## config.mk

```make
export PLATFORM = sky130hd
export DESIGN_NAME = kbc_obf_irq_arbiter
export DESIGN_NICKNAME = d
export VERILOG_FILES = /design/src/rtl/kbc_stat_pkg.sv /design/src/rtl/kbc_src_arbiter.sv /design/src/rtl/kbc_irq_gate.sv /design/src/rtl/kbc_status_next.sv /design/src/rtl/kbc_obf_irq_arbiter.sv
export SDC_FILE = /design/constraint.sdc
export NUM_CORES = 1
export LEC_CHECK = 0
export BUFFER_PORTS_ARGS = -buffer_cell sky130_fd_sc_hd__buf_2
export CAP_MARGIN = 20
export CORE_AREA = 2 2 39 41
export CTS_CLUSTER_DIAMETER = 50
export DETAILED_ROUTE_END_ITERATION = 10
export DIE_AREA = 0 0 41 43
export PLACE_DENSITY = 0.77
export SLEW_MARGIN = 20
export SYNTH_ARGS = -nofsm -noshare
export SYNTH_HDL_FRONTEND = slang
export SYNTH_SLANG_ARGS = --single-unit
export TNS_END_PERCENT = 20
```

## constraint.sdc

```tcl
create_clock -name clk -period 2 [get_ports clk]
set_input_delay 0.3 -clock clk [delete_from_list [all_inputs] [get_ports clk]]
set_output_delay 0.3 -clock clk [all_outputs]
set_load 0.03 [all_outputs]
```

## src/rtl/kbc_stat_pkg.sv

```systemverilog
package kbc_stat_pkg;

    localparam int BYTE_W = 8;

    // status byte bit positions (host software decodes these)
    localparam int ST_FULL     = 0;
    localparam int ST_SELFTEST = 2;
    localparam int ST_LASTCMD  = 3;
    localparam int ST_UNLOCK   = 4;
    localparam int ST_AUXFULL  = 5;

    // output port bit positions for the mirrored flags
    localparam int OP_FULL    = 4;
    localparam int OP_AUXFULL = 5;

    // mode byte bit positions
    localparam int MD_KBD_IRQ_EN = 0;
    localparam int MD_AUX_IRQ_EN = 1;
    localparam int MD_KBD_OFF    = 4;

    localparam logic [BYTE_W-1:0] PORT_FLAG_MASK =
        (BYTE_W'(1) << OP_FULL) | (BYTE_W'(1) << OP_AUXFULL);

    typedef struct packed {
        logic full;      // any channel pending
        logic aux_only;  // auxiliary alone pending
        logic kbd_sel;   // keyboard channel selected and pending
    } arb_t;

    typedef struct packed {
        logic [BYTE_W-1:0] status;
        logic [BYTE_W-1:0] port;
        logic              sel_aux;
        logic              irq_kbd;
        logic              irq_aux;
    } regs_t;

endpackage

```

## src/rtl/kbc_src_arbiter.sv

```systemverilog
module kbc_src_arbiter
    import kbc_stat_pkg::*;
(
    input  logic kbd_pending,
    input  logic aux_pending,
    output arb_t arb
);
    // keyboard has fixed priority over the auxiliary channel
    always_comb begin
        arb.full     = kbd_pending | aux_pending;
        arb.kbd_sel  = kbd_pending;
        arb.aux_only = aux_pending & ~kbd_pending;
    end
endmodule

```

## src/rtl/kbc_irq_gate.sv

```systemverilog
module kbc_irq_gate
    import kbc_stat_pkg::*;
#(
    parameter bit GATE_ON_KBD_OFF = 1'b1
) (
    input  arb_t              arb,
    input  logic [BYTE_W-1:0] mode,
    output logic              irq_kbd,
    output logic              irq_aux
);
    logic kbd_en;
    logic aux_en;

    generate
        if (GATE_ON_KBD_OFF) begin : g_gate_off
            always_comb kbd_en = mode[MD_KBD_IRQ_EN] & ~mode[MD_KBD_OFF];
        end else begin : g_no_gate
            logic unused_off;
            always_comb unused_off = mode[MD_KBD_OFF];
            always_comb kbd_en = mode[MD_KBD_IRQ_EN];
        end
    endgenerate

    always_comb begin
        aux_en  = mode[MD_AUX_IRQ_EN];
        irq_kbd = arb.kbd_sel & kbd_en;
        irq_aux = arb.aux_only & aux_en;
    end
endmodule

```

## src/rtl/kbc_status_next.sv

```systemverilog
module kbc_status_next
    import kbc_stat_pkg::*;
#(
    parameter logic [BYTE_W-1:0] STATUS_RST = 8'h18
) (
    input  logic [BYTE_W-1:0] status_q,
    input  arb_t              arb,
    input  logic              selftest_done,
    input  logic              cmd_wr,
    input  logic              data_wr,
    output logic [BYTE_W-1:0] status_d
);
    logic last_cmd;

    always_comb begin
        // command write wins over a simultaneous data write
        if (cmd_wr)       last_cmd = 1'b1;
        else if (data_wr) last_cmd = 1'b0;
        else              last_cmd = status_q[ST_LASTCMD];

        status_d              = '0;
        status_d[ST_FULL]     = arb.full;
        status_d[ST_AUXFULL]  = arb.aux_only;
        status_d[ST_SELFTEST] = status_q[ST_SELFTEST] | selftest_done;
        status_d[ST_LASTCMD]  = last_cmd;
        status_d[ST_UNLOCK]   = STATUS_RST[ST_UNLOCK];
    end
endmodule

```

## src/rtl/kbc_obf_irq_arbiter.sv

```systemverilog
module kbc_obf_irq_arbiter
    import kbc_stat_pkg::*;
#(
    parameter logic [BYTE_W-1:0] STATUS_RST      = 8'h18,
    parameter logic [BYTE_W-1:0] PORT_RST        = 8'h03,
    parameter bit                GATE_ON_KBD_OFF = 1'b1
) (
    input  logic              clk,
    input  logic              rst_n,
    input  logic              kbd_pending_i,
    input  logic              aux_pending_i,
    input  logic [BYTE_W-1:0] mode_i,
    input  logic              selftest_done_i,
    input  logic              cmd_wr_i,
    input  logic              data_wr_i,
    input  logic [BYTE_W-1:0] outport_i,
    output logic [BYTE_W-1:0] status_o,
    output logic [BYTE_W-1:0] outport_o,
    output logic              rd_sel_aux_o,
    output logic              irq_kbd_o,
    output logic              irq_mouse_o
);
    localparam regs_t REGS_RST = '{
        status:  STATUS_RST,
        port:    PORT_RST,
        sel_aux: 1'b0,
        irq_kbd: 1'b0,
        irq_aux: 1'b0
    };

    regs_t             regs_d;
    regs_t             regs_q;
    arb_t              arb;
    logic              irq_kbd_c;
    logic              irq_aux_c;
    logic [BYTE_W-1:0] status_c;
    logic [BYTE_W-1:0] flags_c;

    kbc_src_arbiter i_arb (
        .kbd_pending (kbd_pending_i),
        .aux_pending (aux_pending_i),
        .arb         (arb)
    );

    kbc_irq_gate #(.GATE_ON_KBD_OFF(GATE_ON_KBD_OFF)) i_gate (
        .arb     (arb),
        .mode    (mode_i),
        .irq_kbd (irq_kbd_c),
        .irq_aux (irq_aux_c)
    );

    kbc_status_next #(.STATUS_RST(STATUS_RST)) i_stat (
        .status_q      (regs_q.status),
        .arb           (arb),
        .selftest_done (selftest_done_i),
        .cmd_wr        (cmd_wr_i),
        .data_wr       (data_wr_i),
        .status_d      (status_c)
    );

    always_comb begin
        flags_c             = '0;
        flags_c[OP_FULL]    = arb.full;
        flags_c[OP_AUXFULL] = arb.aux_only;

        regs_d         = regs_q;
        regs_d.status  = status_c;
        regs_d.port    = (outport_i & ~PORT_FLAG_MASK) | flags_c;
        regs_d.sel_aux = arb.aux_only;
        regs_d.irq_kbd = irq_kbd_c;
        regs_d.irq_aux = irq_aux_c;
    end

    always_ff @(posedge clk or negedge rst_n) begin
        if (!rst_n) regs_q <= REGS_RST;
        else        regs_q <= regs_d;
    end

    assign status_o     = regs_q.status;
    assign outport_o    = regs_q.port;
    assign rd_sel_aux_o = regs_q.sel_aux;
    assign irq_kbd_o    = regs_q.irq_kbd;
    assign irq_mouse_o  = regs_q.irq_aux;
endmodule

```

==> results of run 1 <==
==> through the flow <==
stage	std cells	instance area (µm²)	utilization [%]	setup WS [ns]
final	74	591	42.7	0.723
after global routing	74	591	42.7	0.682
after CTS	74	591	42.7	0.714
after detailed placement	69	544	39.3	1.01
after global placement	69	544	39.3	1.01
after floorplan	30	427	-	0.978
==> cells in the mapped netlist <==
cell type	count	area [µm²]
and3b_1	1	8.76
inv_1	1	3.75
dfrtp_1	9	225
or2_2	1	6.26
and2_4	1	8.76
or2_1	1	6.26
buf_4	7	52.6
a21o_1	1	7.51
dfstp_2	3	78.8
conb_1	2	7.51
nor2b_4	1	13.8
==> flip-flops by register name, indices dropped and copies added (netlist names) <==
signal / cells
outport_o: 8
irq_mouse_o: 1
irq_kbd_o: 1
status_o: 2
==> power by group <==
part           internal (mW)  switching, mW
logic                 0.0258         0.0554
clock network          0.110         0.0764
registers              0.256        0.00312
total                  0.392          0.135
==> worst paths after layout <==
check | end
min in group asynchronous | outport_o[7]$_DFF_PN0_
max in group asynchronous | outport_o[0]$_DFF_PN1_
max | status_o[3]
max reg2reg | status_o[2]$_DFF_PN0_
min | outport_o[0]$_DFF_PN1_
min reg2reg | status_o[2]$_DFF_PN0_
==> cell usage in the layout, fill, tap and decap left out <==
cell type and instances:
and3b_1 1, clkbuf_8 1, or2_2 1, and2_4 1, dfrtp_1 9, a21o_1 1, or2_1 1, dlygate4sd3_1 1
inv_1 1, nor2b_4 1, dfstp_2 3, conb_1 4, buf_2 30, clkbuf_4 3
==> cell families (layout without fill, tap and decap cells) <==
kind of cell    Yosys count  in the layout  share of synthesized area, %
flops                    12             12                          72.5
buf+inv                   8             36                          13.4
simple gates              5              5                          10.4
other cells               2              4                          1.79
compound gates            1              1                          1.79
==> routing by layer <==
layer  global-route usage (%)  part of all wire, %
met1                     8.75                   31
met2                     13.8                   52
met3                     4.19                   17
met4                     4.00                    0
met5                        0                    0
==> final cells by class <==
type	count	share of cell area (%)
Inverter	1	0.636
Sequential cell	12	51.5
Clock buffer	4	6.14
Multi-Input combinational cell	10	11.2
Tap cell	16	3.39
Timing Repair Buffer	31	27.1
==> run_results.csv, run 1 <==
group,metric,value,unit
outcome,status,"finished clean",
sta,finalMaxSlewViolations,0,
sta,clock_skew,0,ns
clocking,cts_buffers,3,
clocking,cts_tree,"yes",
critical_path,r2r_start,"status_o[2]$_DFF_PN0_",
detailed_routing,drtAntennaViolNets,0,
min_path,min_from,"outport_i[0]",
power_and_ir_drop,cellPowerDensity,893,nW/µm²
detailed_routing,drt_iter0_drc,0,
min_path,min_path_type,"primary input to flop",
power_and_ir_drop,finalPower,0.527,mW
critical_path,cp_cell_sequence,"buf_2",
finish,seqCellArea,304,µm²
synth,avgSynthCellArea,15.0,µm²
clocking,cts_hold_buf,1,
min_path,holdPathStages,1,
global_route,grt_pass1_vias,257,
floorplan,chipHeight,43,µm
synth,syn_inst,28,
detailed_routing,firstDrtPassIters,1,
detailed_routing,wl_per_cell,9.54,µm
critical_path,crit_path_start,"status_o[3]$_DFFE_PN1P_",
global_route,antenna_found_initial,0,
finish,nNetsFinal,82,
floorplan,dieArea,1760,µm²
critical_path,crit_slowest_cell,"dfstp_2",
clocking,cts_resized,0,
critical_path,path_class,"flop to primary output",
critical_path,crit_family,"flip-flops",
floorplan,core,1380,µm²
power_and_ir_drop,peakVddDrop,0.379,mV
place,numPortBuffers,30,
sta,fin_crit_sh,63.8,%
sta,fin_crit,1.28,ns
finish,area_delta_synth_final,40.9,%
floorplan,ios,42,
synth,netlist_area,419,µm²
critical_path,cp.arrival,0.98,ns
synth,ys_warn_count,0,
synth,ys_ff_latch,12,
critical_path,slowest_delay,0.53,ns
flow_run,cap_violations,0,
finish,multi_input_area,66.3,µm²
detailed_routing,drc,0,
finish,fill_cells,137,
critical_path,r2r.worst_path.cells,1,
place,place.gp.congestion,0.567,
clocking,insertion_delay,0.26,ns
sta,holdWs,0.131,ns
sta,rsz0062_at_grt,"no",
critical_path,start_kind,"flop",
critical_path,path_buf_inv,1,
global_route,grt_usage,8.55,%
critical_path,cp-end-kind,"primary output",
critical_path,reg2reg_slack,1.25,ns
sta,hold_violations,0,
floorplan,rows,14,
sta,final.setup.tns,0,ns
clocking,post_cts_buffers,0,
synth,synth_sequential_area_ratio,72.5,%
detailed_routing,viasPerCell,3.70,
critical_path,cp_num_cells,1,
sta,fmax,783,MHz
critical_path,cp_max_fo,2,
clocking,cts_sinks,12,
detailed_routing,vias,274,
floorplan,start_util,30.3,%
global_route,grt_max_degree,13,
finish,drive_above_1_share,69.0,%
floorplan,fp.dieW,41,µm
power_and_ir_drop,power_leakage,0.327,nW
detailed_routing,routed_wl,706,µm
global_route,grt_overflow,0,
clocking,path_clk_slew,0.08,ns
clocking,cts_root_buf,"clkbuf_4",
clocking,cts_max_level,1,
global_route,grt_pass1_wl,979,µm
synth,yosysUniqueCellTypes,11,
clocking,cts.path.max_buffers,2,
finish,antenna_cells,0,
critical_path,worstPathRequired,1.70,ns
sta,setup_viol,0,
Note: power is estimated with default switching activity, not from simulation.
==> inputs of run 2 (changes only) <==
--- a/config.mk
+++ b/config.mk
@@ -5,13 +5,14 @@
 export SDC_FILE = /design/constraint.sdc
 export NUM_CORES = 1
 export LEC_CHECK = 0
+export ABC_AREA = 1
 export BUFFER_PORTS_ARGS = -buffer_cell sky130_fd_sc_hd__buf_2
 export CAP_MARGIN = 20
-export CORE_AREA = 2 2 39 41
+export CORE_MARGIN = 2
+export CORE_UTILIZATION = 32
 export CTS_CLUSTER_DIAMETER = 50
 export DETAILED_ROUTE_END_ITERATION = 10
-export DIE_AREA = 0 0 41 43
-export PLACE_DENSITY = 0.77
+export PLACE_DENSITY = 0.78
 export SLEW_MARGIN = 20
 export SYNTH_ARGS = -nofsm -noshare
 export SYNTH_HDL_FRONTEND = slang
==> constraint.sdc (replaced) <==
create_clock -name clk -period 1.2 [get_ports clk]
set_input_delay 0.18 -clock clk [delete_from_list [all_inputs] [get_ports clk]]
set_output_delay 0.18 -clock clk [all_outputs]
set_load 0.03 [all_outputs]
==> run_results.csv, run 2 <==
group,metric,value,unit
finish,drive_above_1_share,56.9,%
global_route,grt_usage,9.18,%
detailed_routing,firstDrtPassIters,2,
power_and_ir_drop,netSwitchingFraction,25.2,%
synth,avgSynthCellArea,12.3,µm²
floorplan,rows,13,
finish,fill_cells,122,
synth,synth_xor_xnor_area_share,0,%
power_and_ir_drop,p_clk_share,34.8,%
finish,final_common_cell,"buf_2",
critical_path,reg2reg_slack,0.52,ns
synth,yosysMostFrequentCell,"dfrtp_1",
detailed_routing,drc,0,
clocking,cts.path.max_buffers,2,
detailed_routing,routed_wl,704,µm
synth,yosysUniqueCellTypes,8,
critical_path,crit_path_start,"status_o[3]$_DFFE_PN1P_",
detailed_routing,drtAntennaViolNets,0,
place,place.gp.congestion,0.549,
sta,fin_crit,1.15,ns
critical_path,path_class,"flop to primary output",
clocking,cts_sinks,12,
synth,synth_ff_type,"dfrtp_1",
synth,ys_top_cells_by_count,"dfrtp_1, buf_4, inv_1",
synth,synth_sequential_area_ratio,72.8,%
synth,synthMuxAreaShare,0,%
critical_path,r2r_start,"status_o[2]$_DFF_PN0_",
sta,setup_viol,0,
global_route,antenna_found_initial,0,
clocking,path_clk_slew,0.07,ns
floorplan,ios,42,
clocking,cts_root_buf,"clkbuf_4",
critical_path,crit_family,"flip-flops",
place,dp_hpwl,591,µm
critical_path,cp-end-kind,"primary output",
synth,synth_edf_count,0,
critical_path,crit_slowest_cell,"dfstp_2",
synth,synth_top_family_by_area,"buffers and inverters",
power_and_ir_drop,cellPowerDensity,1460,nW/µm²
synth,synthArstFlopShare,100,%
place,numPortBuffers,30,
synth,synthAdderAreaFrac,0,%
synth,synth-compound-area-share,0,%
detailed_routing,wl_per_cell,8.80,µm
flow_run,cap_violations,0,
sta,fmax,870,MHz
sta,hold_violations,0,
power_and_ir_drop,p_switching,0.220,mW
detailed_routing,viasPerCell,3.81,
finish,largest_reg_flops,8,
synth,netlist_area,418,µm²
synth,syn_inst,34,
global_route,grt_pass1_wl,903,µm
global_route,grt_max_degree,13,
synth,ys_warn_count,0,
floorplan,fp.dieW,40.1,µm
synth,synthSimpleGateAreaFrac,8.38,%
floorplan,chipHeight,40.1,µm
min_path,min_path_type,"primary input to flop",
floorplan,start_util,33.4,%
power_and_ir_drop,seqPwrFrac,49.6,%
critical_path,start_kind,"flop",
sta,clock_skew,0,ns
power_and_ir_drop,power_leakage,0.344,nW
floorplan,dieArea,1610,µm²
synth,synthTopCellsByArea,"dfrtp_1, dfstp_2, buf_4, inv_1, nand2_1",
synth,yosysTopAreaCell,"dfrtp_1",
finish,final_core_util,47.8,%
finish,antenna_cells,0,
finish,final_cell_mix,"buf_2, dfrtp_1, inv_1",
critical_path,slowest_delay,0.53,ns
critical_path,path_buf_inv,1,
sta,finalMaxSlewViolations,0,
clocking,cts_max_level,1,
detailed_routing,drt_iter0_drc,2,
sta,rsz0062_at_grt,"no",
synth,ys_ff_latch,12,
power_and_ir_drop,internal-power,0.652,mW
outcome,status,"finished clean",
synth,yosysTopAreaCellShare,53.9,%
critical_path,cp_max_fo,2,
critical_path,worstPathRequired,1.02,ns
detailed_routing,vias,305,
clocking,cts_tree,"yes",
critical_path,cp_cell_sequence,"buf_2",
critical_path,cp.arrival,0.97,ns
finish,nNetsFinal,89,
sta,final.setup.tns,0,ns
min_path,min_from,"outport_i[1]",
global_route,grt_pass1_vias,253,
clocking,insertion_delay,0.26,ns
finish,area_delta_synth_final,43.1,%
floorplan,core,1250,µm²
power_and_ir_drop,comb_power_share,15.6,%
sta,fin_crit_sh,95.8,%
clocking,cts_buffers,3,
power_and_ir_drop,peakVddDrop,0.678,mV
global_route,grt_overflow,0,
run 2: changes by cell type after synthesis, sizes merged:
| cell | change |
|---|---|
| nor2 | +2 |
| nor2b | -1 |
| and3b | -1 |
| a21o | -1 |
| inv | +4 |
| nand2 | +4 |
| and2 | -1 |
run 2: metal layers:
| layer | global-route usage [%] | share of wire [%] | wire length [µm] |
|---|---|---|---|
| met2 | 15.7 | 54 | 383 |
| met4 | 5.17 | 0 | 0 |
| met5 | 0 | 0 | 0 |
| met1 | 8.16 | 33 | 229 |
| met3 | 5.56 | 13 | 90 |
run 2: power groups by stage:
stage	registers [mW]	logic [mW]	clock network (mW)
global route	0.435	0.147	0.333
global placement	0.439	0.130	0
CTS	0.433	0.136	0.318
floorplan	0.481	0.0532	0
finish	0.432	0.136	0.304
detailed placement	0.440	0.133	0
run 2: timing repair:
action | 4_1_cts | 5_1_grt
gates resized for setup | 0 | 0
endpoints found under the hold margin | 9 | 1
setup buffers | 0 | 0
hold buffers | 1 | 1
run 2: cell type report:
type | instances | area (µm²) | share of cell area [%]
inverters | 5 | 18.8 | 3.14
well taps | 15 | 18.8 | 3.14
multi-input cells | 12 | 50.0 | 8.37
flip-flops and latches | 12 | 304 | 50.8
repair buffers | 32 | 170 | 28.5
clock buffers | 4 | 36.3 | 6.07
run 2: path summary, 6_finish.rpt:
kind                                     endpoint  depth (start not counted)
max in group asynchronous  outport_o[1]$_DFF_PN1_                          2
hold reg to reg             status_o[2]$_DFF_PN0_                          1
hold / removal             outport_o[1]$_DFF_PN1_                          1
setup / recovery                      status_o[3]                          1
min in group asynchronous  outport_o[5]$_DFF_PN0_                          2
setup reg to reg            status_o[2]$_DFF_PN0_                          1
run 2: cells by family (layout without fill, tap and decap cells):
kind of cell           count (synthesis)  count (layout)
buffers and inverters                 12              41
DFF                                   12              12
other                                  2               4
and+or+nand+nor                        8               8
run 2: through the flow:
| step | setup WS, ns | instance area [µm²] | power, mW | hold WS (ns) | instances |
|---|---|---|---|---|---|
| detailed placement | 0.332 | 542 | 0.573 | 0.0679 | 74 |
| finish | 0.0501 | 598 | 0.872 | 0.0170 | 80 |
| floorplan | 0.298 | 425 | 0.534 | -0.116 | 36 |
| global route | 0.00841 | 598 | 0.914 | 0.000345 | 80 |
| CTS | 0.0376 | 588 | 0.886 | 0.00555 | 79 |
| global placement | 0.334 | 542 | 0.569 | 0.0614 | 74 |
